$ cat config.mk
export PLATFORM = sky130hd
export DESIGN_NAME = adc_seq_ctrl
export DESIGN_NICKNAME = d
export VERILOG_FILES = /design/src/rtl/adcseq_pkg.sv /design/src/rtl/adcseq_trigger.sv /design/src/rtl/adcseq_sched.sv /design/src/rtl/adcseq_regs.sv /design/src/rtl/adc_seq_ctrl.sv
export SDC_FILE = /design/constraint.sdc
export NUM_CORES = 1
export LEC_CHECK = 0
export ABC_CLOCK_PERIOD_IN_PS = 2000
export BUFFER_PORTS_ARGS = -buffer_cell sky130_fd_sc_hd__buf_2
export CAP_MARGIN = 20
export CORE_ASPECT_RATIO = 0.5
export CORE_MARGIN = 8
export CORE_UTILIZATION = 50
export CTS_CLUSTER_DIAMETER = 120
export DETAILED_ROUTE_END_ITERATION = 6
export MAX_ROUTING_LAYER = met4
export PLACE_DENSITY = 0.73
export REMOVE_ABC_BUFFERS = 1
export SYNTH_ARGS = -nofsm -noshare
export SYNTH_HDL_FRONTEND = slang
export SYNTH_SLANG_ARGS = --single-unit
$ cat constraint.sdc
create_clock -name clk_i -period 2 [get_ports clk_i]
set_clock_uncertainty 0.05 [all_clocks]
set_input_delay 0.1 -clock clk_i [delete_from_list [all_inputs] [get_ports clk_i]]
set_output_delay 0.1 -clock clk_i [all_outputs]
set_load 0.05 [all_outputs]
$ cat src/rtl/adcseq_pkg.sv
package adcseq_pkg;
  localparam int REG_W = 8;
  localparam int CH_W  = 4;

  localparam int ADDR_CTRL   = 0;
  localparam int ADDR_SEQ    = 1;
  localparam int ADDR_EXT    = 2;
  localparam int ADDR_RES_LO = 3;
  localparam int ADDR_RES_HI = 4;

  localparam logic [CH_W-1:0] SE_LAST    = 4'd7;
  localparam logic [CH_W-1:0] DIFF_FIRST = 4'd8;
  localparam logic [CH_W-1:0] DIFF_LAST  = 4'd11;

  typedef enum logic [1:0] {
    TRG_NONE  = 2'b00,
    TRG_FREE  = 2'b01,
    TRG_TIMER = 2'b10,
    TRG_SOFT  = 2'b11
  } trig_e;

  typedef struct packed {
    logic [1:0]      refsel;
    logic [1:0]      dec;
    logic [CH_W-1:0] chan;
  } conv_cfg_t;

  // first channel of a sequence ending at 'last'
  function automatic logic [CH_W-1:0] seq_first(input logic [CH_W-1:0] last);
    if (last <= SE_LAST)        return '0;
    else if (last <= DIFF_LAST) return DIFF_FIRST;
    else                        return last;
  endfunction

  // significant result bits per decimation code
  function automatic int keep_bits(input logic [1:0] dec);
    case (dec)
      2'd0:    return 7;
      2'd1:    return 9;
      2'd2:    return 10;
      default: return 12;
    endcase
  endfunction
endpackage

$ cat src/rtl/adcseq_trigger.sv
module adcseq_trigger
  import adcseq_pkg::*;
(
  input  trig_e trig_sel_i,
  input  logic  timer_evt_i,
  input  logic  sw_start_i,
  input  logic  seq_active_i,
  output logic  start_req_o
);
  always_comb begin
    case (trig_sel_i)
      TRG_FREE:  start_req_o = !seq_active_i;
      TRG_TIMER: start_req_o = timer_evt_i && !seq_active_i;
      TRG_SOFT:  start_req_o = sw_start_i && !seq_active_i;
      default:   start_req_o = 1'b0;
    endcase
  end
endmodule

$ cat src/rtl/adcseq_sched.sv
module adcseq_sched
  import adcseq_pkg::*;
#(
  parameter int RES_W = 14
) (
  input  logic            clk_i,
  input  logic            rst_ni,
  input  logic            start_req_i,
  input  conv_cfg_t       seq_cfg_i,
  input  logic            ext_wr_i,
  input  conv_cfg_t       ext_cfg_i,
  input  logic            conv_done_i,
  input  logic [RES_W-1:0] conv_data_i,
  output logic            conv_start_o,
  output conv_cfg_t       conv_cfg_o,
  output logic            seq_active_o,
  output logic [CH_W-1:0] seq_chan_o,
  output logic            res_we_o,
  output logic [RES_W-1:0] res_data_o
);
  typedef enum logic {ST_IDLE, ST_BUSY} st_e;

  st_e             st_q;
  logic            seq_act_q, ext_pend_q, infl_ext_q, start_q;
  logic [CH_W-1:0] cur_q, end_q;
  conv_cfg_t       ext_q, out_q, seq_item;
  logic            issue_ext, issue_seq, done;
  logic [RES_W-1:0] keep_mask;
  int              keep_n;

  assign issue_ext = (st_q == ST_IDLE) && ext_pend_q;
  assign issue_seq = (st_q == ST_IDLE) && !ext_pend_q && seq_act_q;
  assign done      = (st_q == ST_BUSY) && conv_done_i;

  always_comb begin
    seq_item        = seq_cfg_i;
    seq_item.chan   = cur_q;
  end

  always_ff @(posedge clk_i or negedge rst_ni) begin
    if (!rst_ni) begin
      st_q       <= ST_IDLE;
      start_q    <= 1'b0;
      out_q      <= '0;
      infl_ext_q <= 1'b0;
    end else begin
      start_q <= issue_ext || issue_seq;
      if (issue_ext) begin
        out_q      <= ext_q;
        infl_ext_q <= 1'b1;
        st_q       <= ST_BUSY;
      end else if (issue_seq) begin
        out_q      <= seq_item;
        infl_ext_q <= 1'b0;
        st_q       <= ST_BUSY;
      end else if (done) begin
        st_q <= ST_IDLE;
      end
    end
  end

  // extra request: a new write wins over the clear of the one being issued
  always_ff @(posedge clk_i or negedge rst_ni) begin
    if (!rst_ni) begin
      ext_pend_q <= 1'b0;
      ext_q      <= '0;
    end else if (ext_wr_i) begin
      ext_pend_q <= 1'b1;
      ext_q      <= ext_cfg_i;
    end else if (issue_ext) begin
      ext_pend_q <= 1'b0;
    end
  end

  always_ff @(posedge clk_i or negedge rst_ni) begin
    if (!rst_ni) begin
      seq_act_q <= 1'b0;
      cur_q     <= '0;
      end_q     <= '0;
    end else if (!seq_act_q && start_req_i) begin
      seq_act_q <= 1'b1;
      end_q     <= seq_cfg_i.chan;
      cur_q     <= seq_first(seq_cfg_i.chan);
    end else if (done && !infl_ext_q) begin
      if (cur_q == end_q) seq_act_q <= 1'b0;
      else                cur_q     <= cur_q + 1'b1;
    end
  end

  assign keep_n = keep_bits(out_q.dec);

  for (genvar i = 0; i < RES_W; i++) begin : g_mask
    assign keep_mask[i] = (i >= (RES_W - keep_n));
  end

  assign conv_start_o = start_q;
  assign conv_cfg_o   = out_q;
  assign seq_active_o = seq_act_q;
  assign seq_chan_o   = cur_q;
  assign res_we_o     = done;
  assign res_data_o   = conv_data_i & keep_mask;

  p_start_pulse_r10: assert property (@(posedge clk_i) disable iff (!rst_ni)
    conv_start_o |=> !conv_start_o);

  p_cfg_hold_r10: assert property (@(posedge clk_i) disable iff (!rst_ni)
    (st_q == ST_BUSY && !conv_done_i) |=> $stable(conv_cfg_o));

  p_ext_first_r9: assert property (@(posedge clk_i) disable iff (!rst_ni)
    issue_ext |=> (conv_start_o && conv_cfg_o.chan == $past(ext_q.chan)));

  p_se_range_r5: assert property (@(posedge clk_i) disable iff (!rst_ni)
    (seq_act_q && end_q <= SE_LAST) |-> (cur_q <= end_q));

  p_diff_range_r6: assert property (@(posedge clk_i) disable iff (!rst_ni)
    (seq_act_q && end_q > SE_LAST && end_q <= DIFF_LAST)
      |-> (cur_q >= DIFF_FIRST && cur_q <= end_q));

  p_mask_r12: assert property (@(posedge clk_i) disable iff (!rst_ni)
    (res_we_o && conv_cfg_o.dec == 2'b00) |-> (res_data_o[RES_W-8:0] == '0));
endmodule

$ cat src/rtl/adcseq_regs.sv
module adcseq_regs
  import adcseq_pkg::*;
#(
  parameter int ADDR_W = 3,
  parameter int RES_W  = 14
) (
  input  logic              clk_i,
  input  logic              rst_ni,
  input  logic              bus_we_i,
  input  logic              bus_re_i,
  input  logic [ADDR_W-1:0] bus_addr_i,
  input  logic [REG_W-1:0]  bus_wdata_i,
  output logic [REG_W-1:0]  bus_rdata_o,
  input  logic              seq_active_i,
  input  logic [CH_W-1:0]   seq_chan_i,
  input  logic              res_we_i,
  input  logic [RES_W-1:0]  res_data_i,
  output trig_e             trig_sel_o,
  output logic              sw_start_o,
  output conv_cfg_t         seq_cfg_o,
  output logic              ext_wr_o,
  output conv_cfg_t         ext_cfg_o
);
  localparam int LO_W  = RES_W - REG_W;
  localparam int PAD_W = REG_W - LO_W;

  trig_e            trig_q;
  conv_cfg_t        seq_q, ext_q;
  logic [RES_W-1:0] res_q;
  logic             eoc_q;
  logic             wr_ctrl, wr_seq, wr_ext, rd_hi;

  assign wr_ctrl = bus_we_i && (bus_addr_i == ADDR_W'(ADDR_CTRL));
  assign wr_seq  = bus_we_i && (bus_addr_i == ADDR_W'(ADDR_SEQ));
  assign wr_ext  = bus_we_i && (bus_addr_i == ADDR_W'(ADDR_EXT));
  assign rd_hi   = bus_re_i && (bus_addr_i == ADDR_W'(ADDR_RES_HI));

  always_ff @(posedge clk_i or negedge rst_ni) begin
    if (!rst_ni) begin
      trig_q <= TRG_SOFT;
      seq_q  <= '0;
      ext_q  <= '0;
    end else begin
      if (wr_ctrl) trig_q <= trig_e'(bus_wdata_i[5:4]);
      if (wr_seq)  seq_q  <= conv_cfg_t'(bus_wdata_i);
      if (wr_ext)  ext_q  <= conv_cfg_t'(bus_wdata_i);
    end
  end

  // a fresh result outranks the clearing read
  always_ff @(posedge clk_i or negedge rst_ni) begin
    if (!rst_ni) begin
      res_q <= '0;
      eoc_q <= 1'b0;
    end else begin
      if (res_we_i) res_q <= res_data_i;
      if (res_we_i)   eoc_q <= 1'b1;
      else if (rd_hi) eoc_q <= 1'b0;
    end
  end

  always_comb begin
    case (bus_addr_i)
      ADDR_W'(ADDR_CTRL):   bus_rdata_o = {eoc_q, seq_active_i, trig_q, 4'b0000};
      ADDR_W'(ADDR_SEQ):    bus_rdata_o = {seq_q.refsel, seq_q.dec,
                                           seq_active_i ? seq_chan_i : seq_q.chan};
      ADDR_W'(ADDR_EXT):    bus_rdata_o = ext_q;
      ADDR_W'(ADDR_RES_LO): bus_rdata_o = {res_q[LO_W-1:0], {PAD_W{1'b0}}};
      ADDR_W'(ADDR_RES_HI): bus_rdata_o = res_q[RES_W-1 -: REG_W];
      default:              bus_rdata_o = '0;
    endcase
  end

  assign trig_sel_o = trig_q;
  assign sw_start_o = wr_ctrl && bus_wdata_i[6];
  assign seq_cfg_o  = seq_q;
  assign ext_wr_o   = wr_ext;
  assign ext_cfg_o  = conv_cfg_t'(bus_wdata_i);

  p_eoc_set_r11: assert property (@(posedge clk_i) disable iff (!rst_ni)
    res_we_i |=> eoc_q);

  p_eoc_clr_r11: assert property (@(posedge clk_i) disable iff (!rst_ni)
    (rd_hi && !res_we_i) |=> !eoc_q);
endmodule

$ cat src/rtl/adc_seq_ctrl.sv
module adc_seq_ctrl
  import adcseq_pkg::*;
#(
  parameter int ADDR_W = 3,
  parameter int RES_W  = 14
) (
  input  logic              clk_i,
  input  logic              rst_ni,
  input  logic              bus_we_i,
  input  logic              bus_re_i,
  input  logic [ADDR_W-1:0] bus_addr_i,
  input  logic [7:0]        bus_wdata_i,
  output logic [7:0]        bus_rdata_o,
  input  logic              timer_evt_i,
  output logic              conv_start_o,
  output logic [3:0]        conv_chan_o,
  output logic [1:0]        conv_ref_o,
  output logic [1:0]        conv_dec_o,
  input  logic              conv_done_i,
  input  logic [RES_W-1:0]  conv_data_i
);
  trig_e            trig_sel;
  logic             sw_start, start_req, ext_wr, seq_active, res_we;
  conv_cfg_t        seq_cfg, ext_cfg, conv_cfg;
  logic [CH_W-1:0]  seq_chan;
  logic [RES_W-1:0] res_data;

  adcseq_regs #(.ADDR_W(ADDR_W), .RES_W(RES_W)) u_regs (
    .clk_i        (clk_i),
    .rst_ni       (rst_ni),
    .bus_we_i     (bus_we_i),
    .bus_re_i     (bus_re_i),
    .bus_addr_i   (bus_addr_i),
    .bus_wdata_i  (bus_wdata_i),
    .bus_rdata_o  (bus_rdata_o),
    .seq_active_i (seq_active),
    .seq_chan_i   (seq_chan),
    .res_we_i     (res_we),
    .res_data_i   (res_data),
    .trig_sel_o   (trig_sel),
    .sw_start_o   (sw_start),
    .seq_cfg_o    (seq_cfg),
    .ext_wr_o     (ext_wr),
    .ext_cfg_o    (ext_cfg)
  );

  adcseq_trigger u_trigger (
    .trig_sel_i   (trig_sel),
    .timer_evt_i  (timer_evt_i),
    .sw_start_i   (sw_start),
    .seq_active_i (seq_active),
    .start_req_o  (start_req)
  );

  adcseq_sched #(.RES_W(RES_W)) u_sched (
    .clk_i        (clk_i),
    .rst_ni       (rst_ni),
    .start_req_i  (start_req),
    .seq_cfg_i    (seq_cfg),
    .ext_wr_i     (ext_wr),
    .ext_cfg_i    (ext_cfg),
    .conv_done_i  (conv_done_i),
    .conv_data_i  (conv_data_i),
    .conv_start_o (conv_start_o),
    .conv_cfg_o   (conv_cfg),
    .seq_active_o (seq_active),
    .seq_chan_o   (seq_chan),
    .res_we_o     (res_we),
    .res_data_o   (res_data)
  );

  assign conv_chan_o = conv_cfg.chan;
  assign conv_ref_o  = conv_cfg.refsel;
  assign conv_dec_o  = conv_cfg.dec;

  p_idle_reset_r1: assert property (@(posedge clk_i) disable iff (!rst_ni)
    $rose(rst_ni) |-> !conv_start_o);
endmodule

==> summary.md, run 1 <==
| Metric | Value |
|---|---|
| Final Setup Violations | `0` |
| Worst-margin pin slew | `647.5 ps` |
| Ys async rst share | `100.0%` |
| Clock Latency Late Sink | `310 ps` |
| Pwr dens | `1322 mW/mm^2` |
| Yosys cell types | `40` |
| CP max FO | `17` |
| Port Buf Inserts | `47` |
| Fmax | `between 500 and 600 MHz` |
| Sequential fraction of the synthesis area | `49.45%` |
| Synth top area share | `47.53%` |
| Crit path DAT | `1730 ps` |
| H-tree Lvls | `2` |
| DRC viols | `0` |
| Layout cells sized above 1 | `around 30%` |
| Startpoint Class | `flip-flop` |
| Die span in x | `about 120 um` |
| Initial core utilization | `between 50% and 60%` |
| CP endpoint kind | `output pin` |
| Mapped Cells | `252` |
| Layout area overhead | `24.36%` |
| Chip Height | `68.32 um` |
| CP max stage cell | `dfrtp_2` |
| Power consumption | `4.499 mW` |
| Antenna Cells | `0` |
| Core area | `0.005373 mm^2` |
| Post-synth EDFFs | `0` |
| CTS buffer count | `5` |
| FILL cells | `468` |
| Clk sink count | `54` |
| Most frequent cell after synthesis | `dfrtp_1` |
| Die area | `slightly above 0.008 mm^2` |
| Final hold viol count | `0` |
| Crit Path Class | `reg2out` |
| Max Slew Vio Count | `0` |
| Final antenna-violating net count | `0` |
| Worst Setup Slack post-DPL | `157.5 ps` |
| Leak | `1.545 nW` |
| CTS tree | `yes` |
| Crit path time final | `1878 ps` |
| RSZ-0062 raised after global routing | `no` |
| Largest stage delay on the critical path | `550 ps` |
| Syn. warnings | `0` |
| Root buffer cell | `clkbuf_8` |
| Final Wtd Congestion | `around 0.85` |
| Via/cell ratio | `5.636` |
| Setup ws final | `122.0 ps` |
| First-pass GRT wire length | `11,060 um` |
| Starting DRC count in detailed routing | `183` |
| Placed wire-length estimate | `around 4800 um` |
| Initial antenna violation count | `0` |
| #FFs+latches synth | `54` |
| Site row count | `19` |
| Worst-path clk slew | `roughly 100 ps` |
| Buf/Inv on CP | `1` |
| HP Class | `in2reg` |
| Mapped Area | `0.002738 mm^2` |
| Final Cycle Share | `about 94%` |
| Synth Flop Type | `dfrtp_1` |
| Vias in the first global route | `2,273` |
| Area leader, netlist | `dfrtp_1` |
| Synth top cells by count | `dfrtp_1 (52), o21ai_0 (30), mux2_2 (25)` |
| Final #Nets | `around 360` |
| Synth Area per Inst | `10.86 um^2` |
| Largest delay share family, worst path | `flip-flops` |
| Gr ovfl total | `0` |
| Setup repair bufs after CTS | `0` |
| Largest cells by area after synthesis | `dfrtp_1 (48%), mux2_2 (10%), o21ai_0 (5.5%)` |
| Setup TNS | `0 ps` |
| Critical-path cell list | `mux2_2, a22oi_1, o21ai_0, buf_2` |
| VDD IR max | `565.4 uV` |
| Routed WL | `between 6000 and 7000 um` |
| DRT Pass-1 Iters | `5` |
| Worst hold slack | `4.903 ps` |
| Max_cap viols | `0` |
| Vias | `2,243` |
| Max clock buf depth | `2` |
| Largest net degree at the start of global routing | `55` |
| WP data required | `1850 ps` |
| Total GRT Usage | `between 15 and 20%` |
| Final core utilization | `between 60% and 70%` |
| Num ports | `between 40 and 50` |
| Wire length per cell | `16.86 um` |
| Status | `completed` |
| Relative slew slack | `56.74%` |
==> cells by family after synthesis <==
kind of cell / after synthesis / share of synthesized area (%)
compound gates: 75 / 17.19
fa+ha+maj: 7 / 3.199
mux: 37 / 15.04
simple gates: 53 / 10.19
buf+inv: 21 / 3.336
xor+xnor: 5 / 1.600
flops: 54 / 49.45
==> worst reg2reg max path, stage by stage, from the launching register on <==
cell and delay (ps):
dfstp_2 570, and3b_1 190, a311oi_2 300, or2_1 310, mux2_4 330
==> metal layers <==
metal  up-vias  track usage [%]  wire length (um)
met5         -                -                 0
met4         0            3.698                42
met3         4            3.539               373
met2        76            29.97              3277
met1      1107            21.93              3017
li1       1056                -                 -
==> report_power, final <==
| group | internal, mW | switching (mW) |
|---|---|---|
| Sequential | 1.48 | 0.420 |
| Combinational | 0.770 | 1.11 |
| Clock | 0.375 | 0.348 |
==> worst paths after layout <==
check | cells past startpoint | slack, ps | start | to
setup / recovery | 4 | 120 | u_sched.seq_active_o | bus_rdata_o[3]
max in group asynchronous | 3 | 1380 | rst_ni | u_regs.trig_sel_o[0]
hold reg to reg | 2 | 450 | u_regs.res_q[2] | u_regs.res_q[2]
min in group asynchronous | 3 | 240 | rst_ni | u_regs.res_q[3]
hold / removal | 3 | 5 | conv_data_i[6] | u_regs.res_q[6]
setup reg to reg | 4 | 140 | u_regs.trig_sel_o[0] | u_sched.end_q[1]
==> cell usage in the layout, fill, tap and decap left out, types with 3 or more instances in the layout <==
master         count
dfrtp_1           51
clkbuf_8           5
mux2_2            25
nand2_1           22
mux2i_1           10
o22ai_1            5
ha_1               7
nor2b_1            5
nor2_1             9
and3b_1            3
a21oi_1           10
xnor2_1            5
o21ai_0           30
inv_1              6
a22oi_1           16
buf_4             13
buf_2             47
nand2b_1           3
dlygate4sd3_1     18
==> area by class of cell <==
cell class	instances	area, um^2	share of cell area [%]
repair buffers	79	533.0	15.66
clock inverters	1	30.03	0.8820
inverters	7	26.28	0.7718
flip-flops and latches	54	1355	39.80
multi-input cells	177	1292	37.96
clock buffers	7	76.32	2.242
well taps	73	91.34	2.683
==> sequential cells by signal, indices dropped and copies added, names as in the netlist, 2 cells and up <==
name	cells
u_regs.ext_q	2
u_regs.res_q	14
u_regs.seq_cfg_o	8
u_regs.trig_sel_o	2
u_sched.conv_cfg_o	8
u_sched.end_q	4
u_sched.ext_q	6
u_sched.seq_chan_o	4
==> what timing repair did <==
action                                  4_1_cts  5_1_grt
hold endpoints to repair                     76        0
hold buffers                                 18        0
gates resized for setup                       1        0
endpoints found under the setup margin        1        0
==> metrics by stage <==
step / instances / cell area (um^2)
CTS: 398 / 3405
finish: 398 / 3405
floorplan: 238 / 2673
global placement: 372 / 3117
detailed placement: 372 / 3117
global route: 398 / 3405
No activity file was read; power rests on OpenSTA's default activity.
==> inputs of run 2 (changes only) <==
Settings changed: HOLD_SLACK_MARGIN set to 0.05.
==> run 2 against run 1 <==
Against the previous run:
- sequential power is essentially flat
- via count grew 0.76%
- first-iteration DRC count shrank 8.2%
- largest power group unchanged
==> summary.md, run 2 (synthesis gave the netlist of run 1 again) <==
| Metric | Value |
|---|---|
| Chip Height | `roughly 70 um` |
| Worst-path clk slew | `90 ps` |
| Met3 routed WL | `about 360 um` |
| Status | `completed` |
| Port Buf Inserts | `47` |
| Multi-input gate area | `0.001292 mm^2` |
| Final Cycle Share | `93.92%` |
| Setup repair bufs after CTS | `0` |
| Die span in x | `roughly 120 um` |
| FF-to-FF path depth | `4` |
| Largest stage delay on the critical path | `between 500 and 600 ps` |
| R2r startpoint | `u_regs.trig_sel_o[0]` |
| Fmax | `532.3 MHz` |
| Placed Cells incl. Taps | `372` |
| Initial antenna violation count | `0` |
| Max reg flops | `14` |
| Worst hold slack | `228.4 ps` |
| Vias in the first global route | `2,302` |
| Met1 WL | `3058 um` |
| Starting DRC count in detailed routing | `168` |
| Routed WL | `6867 um` |
| Final #Nets | `369` |
| RSZ-0062 raised after global routing | `no` |
| FILL cells | `458` |
| WP data required | `1850 ps` |
| HP Class | `in2reg` |
| CTS tree | `yes` |
| Final antenna-violating net count | `0` |
| Total GRT Usage | `18.02%` |
| Switch share | `around two fifths` |
| Largest delay share family, worst path | `flip-flops` |
| Final Wtd Congestion | `~0.85` |
| Crit path time final | `1878 ps` |
| Commonest non-fill, non-tap cell in the layout | `dfrtp_1` |
| Crit Path Class | `reg2out` |
| Gr ovfl total | `0` |
| Max_cap viols | `0` |
| Reg2reg end | `u_sched.end_q[1]` |
| Buf/Inv on CP | `1` |
| Placed wire-length estimate | `roughly 4800 um` |
| Root buffer cell | `clkbuf_8` |
| CP max stage cell | `dfrtp_2` |
| Setup slack, reg-to-reg | `approximately 140 ps` |
| Pwr dens | `1300 mW/mm^2` |
| Logic gate share of total power | `between 40% and 50%` |
| Commonest cells after routing, fill and taps aside | `dfrtp_1 (51), buf_2 (47), o21ai_0 (30)` |
| Wire length per cell | `16.96 um` |
| DRC viols | `0` |
| Critical-path cell list | `mux2_2, a22oi_1, o21ai_0, buf_2` |
| Hold depth | `3` |
| Metal2 WL | `roughly 3400 um` |
| Final Setup Violations | `0` |
| DRT Pass-1 Iters | `4` |
| Leak | `1.574 nW` |
| Max Slew Vio Count | `0` |
| CTS buffer count | `5` |
| Max clock buf depth | `2` |
| Hold Startpoint | `bus_we_i` |
| Clk sink count | `54` |
| CP endpoint kind | `output pin` |
| Startpoint Class | `flip-flop` |
| Worst-margin pin slew | `between 600 and 700 ps` |
| Vias | `approximately 2,300` |
| Layout area overhead | `26.92%` |
| Largest net degree at the start of global routing | `55` |
| Non-Filler Instances | `405` |
| Hold Path Sink | `u_regs.trig_sel_o[1]` |
| Top reg by flops | `u_regs.res_q` |
| Site row count | `19` |
| H-tree Lvls | `2` |
| Register area | `0.001355 mm^2` |
| Final hold viol count | `0` |
| Relative slew slack | `55.56%` |
| Layout cells sized above 1 | `29.82%` |
| Clock network fraction of total power | `approximately 16%` |
| Clock Latency Late Sink | `around 310 ps` |
| VDD IR max | `between 500 and 600 uV` |
| Top Layer Used | `met4` |
| Int Power | `~2.6 mW` |
| Core area | `0.005373 mm^2` |
| Num ports | `48` |
| Psw | `1.882 mW` |
| Sequential power share | `42.1%` |
| Via/cell ratio | `5.580` |
| CP max FO | `17` |
| Antenna Cells | `0` |
| First-pass GRT wire length | `between 10,000 and 15,000 um` |
| Initial core utilization | `roughly half` |
| Die area | `between 0.008 and 0.009 mm^2` |
| Crit path DAT | `1730 ps` |
==> run 2: changes by cell type in the layout (fill, tap and decap cells not counted) <==
cell / before / now
dlygate4sd3_1: 18 / 25
==> run 2: worst max path at each step <==
stage	startpoint	end	slack, ps	depth (start not counted)
after floorplan	u_sched.seq_active_o	bus_rdata_o[3]	-80	3
after global placement	u_regs.trig_sel_o[0]	u_sched.end_q[3]	230	4
final	u_sched.seq_active_o	bus_rdata_o[1]	120	4
after global routing	u_sched.seq_active_o	bus_rdata_o[1]	30	4
after CTS	u_sched.seq_active_o	bus_rdata_o[3]	130	4
after detailed placement	u_regs.trig_sel_o[0]	u_sched.end_q[1]	160	4
==> run 2: power by group through the flow <==
stage	Sequential [mW]	Clock (mW)	Combinational [mW]
final	1.90	0.724	1.89
after CTS	1.89	0.734	1.90
after detailed placement	1.90	0	1.84
after global placement	1.89	0	1.79
after global routing	1.97	0.770	2.07
after floorplan	2.08	0	1.04
==> run 2: worst reg2reg max path: stages, from the launching register on <==
cell      delay [ps]
dfstp_2          580
and3b_1          190
a311oi_2         300
or2_1            310
mux2_4           330
==> run 2: routing by layer <==
| layer | up-vias | global-route usage (%) |
|---|---|---|
| li1 | 1070 | - |
| met1 | 1115 | 22.08 |
| met2 | 69 | 30.58 |
| met3 | 6 | 3.704 |
| met4 | 0 | 4.160 |
| met5 | - | - |
==> run 2: repair_timing <==
action / in CTS / in global routing
hold buffers: 25 / 0
endpoints found under the setup margin: 1 / 0
gates resized for setup: 1 / 0
hold endpoints to repair: 88 / 0
==> run 2: layout make-up <==
type                       count  share of cell area [%]
clock buffer                   7                   2.197
multi-input combinational    177                   37.20
inverter                       7                  0.7562
tap                           73                   2.629
sequential                    54                   39.00
timing repair buffer          86                   17.36
clock inverter                 1                  0.8642
==> run 2: per-stage QoR <==
step | instance area, um^2 | total power, mW | TNS (ps) | util [%] | setup slack [ps]
6_report | 3475 | 4.516 | 0 | 64.67 | 121.5
3_5_place_dp | 3117 | 3.749 | 0 | 58.01 | 157.5
5_1_grt | 3475 | 4.802 | 0 | 64.67 | 33.75
4_1_cts | 3475 | 4.519 | 0 | 64.67 | 125.2
2_1_floorplan | 2673 | 3.127 | -269.4 | - | -78.21
3_3_place_gp | 3117 | 3.685 | 0 | 58.01 | 231.0
==> inputs of run 3 (changes only) <==
Settings changed: CORE_UTILIZATION 50 to 40, PLACE_DENSITY 0.73 to not set, TNS_END_PERCENT set to 1.
==> run 3 against run 2 <==
Against the previous run:
- critical path depth is the same
- utilization down 11 points
- final area increased by 3.3%
- global-route usage shrank 2.6 points
- via count shrank 0.71%
- maximum frequency rose by 1.4%
- non-clock buffer count grew 6
- power is 7.4% higher
- combinational power grew 4%
- largest cell class unchanged
==> summary.md, run 3 (synthesis gave the netlist of run 1 again) <==
| Metric | Value |
|---|---|
| Status | `completed` |
| CP max stage cell | `dfstp_2` |
| Largest stage delay on the critical path | `560 ps` |
| Fin area | `around 0.0036 mm^2` |
| Logic gate share of total power | `40.6%` |
| Crit Path Class | `reg2reg` |
| Core area | `0.006648 mm^2` |
| Power consumption | `just under 5 mW` |
| Switch share | `roughly two fifths` |
| Final Wtd Congestion | `0.8329` |
| Gr ovfl total | `0` |
| DP Area | `0.003158 mm^2` |
| Die span in x | `around 130 um` |
| Pwr dens | `1352 mW/mm^2` |
| Sequential power share | `38.8%` |
| Layout cells sized above 1 | `between 30% and 40%` |
| CP endpoint kind | `flip-flop` |
| DRT Pass-1 Iters | `4` |
| Startpoint Class | `flip-flop` |
| Max reg flops | `14` |
| Max_cap viols | `0` |
| Total GRT Usage | `15.46%` |
| Num ports | `between 40 and 50` |
| CTS buffer count | `5` |
| Fmax | `539.9 MHz` |
| Clock Latency Late Sink | `290 ps` |
| Buf/Inv on CP | `0` |
| WP data required | `~2100 ps` |
| HP Class | `in2reg` |
| Clock network fraction of total power | `20.6%` |
| Final antenna-violating net count | `0` |
| Root buffer cell | `clkbuf_16` |
| Vias | `2,244` |
| Wire length per cell | `16.76 um` |
| Final Setup Violations | `0` |
| Int Power | `between 2 and 3 mW` |
| Crit path time final | `1852 ps` |
| DRC viols | `0` |
| Relative slew slack | `65.46%` |
| Clk sink count | `54` |
| First-pass GRT wire length | `roughly 12,000 um` |
| Initial antenna violation count | `0` |
| Port Buf Inserts | `47` |
| Site row count | `21` |
| H-tree Lvls | `2` |
| Final Cycle Share | `92.61%` |
| Commonest cells after routing, fill and taps aside | `dfrtp_1 (51), buf_2 (47), o21ai_0 (30)` |
| Chip Height | `74.50 um` |
| Routed WL | `7205 um` |
| Vias in the first global route | `2,358` |
| Critical-path cell list | `and3b_1, a311oi_2, or2_1, mux2_4` |
| Layout area overhead | `31.08%` |
| Via/cell ratio | `roughly 5.2` |
| VDD IR max | `between 600 and 700 uV` |
| Die area | `between 0.009 and 0.01 mm^2` |
| Final #Nets | `375` |
| Worst-margin pin slew | `518.1 ps` |
| CP max FO | `6` |
| Largest net degree at the start of global routing | `24` |
| Leak | `1.632 nW` |
| Antenna Cells | `0` |
| Max clock buf depth | `2` |
| Final hold viol count | `0` |
| Largest delay share family, worst path | `flip-flops` |
| CTS tree | `yes` |
| Crit path DAT | `around 2000 ps` |
| Initial core utilization | `around two fifths` |
| Commonest non-fill, non-tap cell in the layout | `dfrtp_1` |
| Worst-path clk slew | `70 ps` |
| Starting DRC count in detailed routing | `126` |
| RSZ-0062 raised after global routing | `no` |
| Max Slew Vio Count | `0` |
| Top reg by flops | `u_regs.res_q` |
| Psw | `1.956 mW` |
| Placed wire-length estimate | `between 5000 and 6000 um` |
-- run 3: cell count changes in the layout (fill, tap and decap cells not counted) --
cell	delta
buf_4	+9
buf_12	-1
dlygate4sd3_1	-2
clkbuf_16	+5
clkbuf_8	-5
clkbuf_1	-2
inv_6	+1
clkinv_2	+1
-- run 3: routing by layer --
| layer | up-vias | share of wire (%) | track usage [%] | wire [um] |
|---|---|---|---|---|
| li1 | 1084 | - | - | - |
| met1 | 1113 | 47 | 18.47 | 3351 |
| met2 | 40 | 50 | 27.24 | 3594 |
| met3 | 7 | 2.7 | 2.561 | 193 |
| met4 | 0 | 0.90 | 3.616 | 65 |
| met5 | - | 0 | - | 0 |
-- run 3: path summary, 6_finish.rpt --
| path | startpoint | cells after the start | end | slack [ps] |
|---|---|---|---|---|
| min in group asynchronous | rst_ni | 2 | u_regs.ext_q[6] | 270 |
| hold / removal | bus_wdata_i[6] | 2 | u_regs.ext_q[6] | 50 |
| setup reg to reg | u_regs.trig_sel_o[0] | 4 | u_sched.end_q[1] | 150 |
| hold reg to reg | u_regs.eoc_q | 2 | u_regs.eoc_q | 430 |
| setup / recovery | u_regs.trig_sel_o[0] | 4 | u_sched.end_q[1] | 150 |
| max in group asynchronous | rst_ni | 3 | u_sched.infl_ext_q | 1020 |
-- run 3: power by group through the flow --
stage / sequential [mW] / combinational (mW) / clock [mW]
after floorplan: 2.08 / 1.04 / 0
after global placement: 1.89 / 1.81 / 0
after detailed placement: 1.91 / 1.88 / 0
after CTS: 1.89 / 1.92 / 1.01
after global routing: 1.94 / 2.16 / 1.05
final: 1.88 / 1.97 / 0.997
-- run 3: what timing repair did --
item	4_1_cts	5_1_grt
resized for setup	1	0
buffers inserted	0	4
hold endpoints to repair	48	0
endpoints found under the setup margin	2	1
hold buffers	23	0
-- run 3: layout make-up --
cell class	instances	area (um^2)
multi-input combinational	177	1292
tap	92	115.1
inverter	7	26.28
clock buffer	5	125.1
timing repair buffer	92	630.6
sequential	54	1355
clock inverter	3	43.79
fill	587	3059
-- run 3: metrics by stage --
step	hold slack [ps]	util, %	setup TNS (ps)	setup WS, ps	std cells
2_1_floorplan	-245.6	-	-269.4	-78.21	238
3_3_place_gp	43.42	47.51	0	230.9	395
3_5_place_dp	53.38	47.51	0	168.6	395
4_1_cts	55.40	53.53	0	104.9	426
5_1_grt	52.08	53.98	0	49.67	430
6_report	50.59	53.98	0	147.9	430
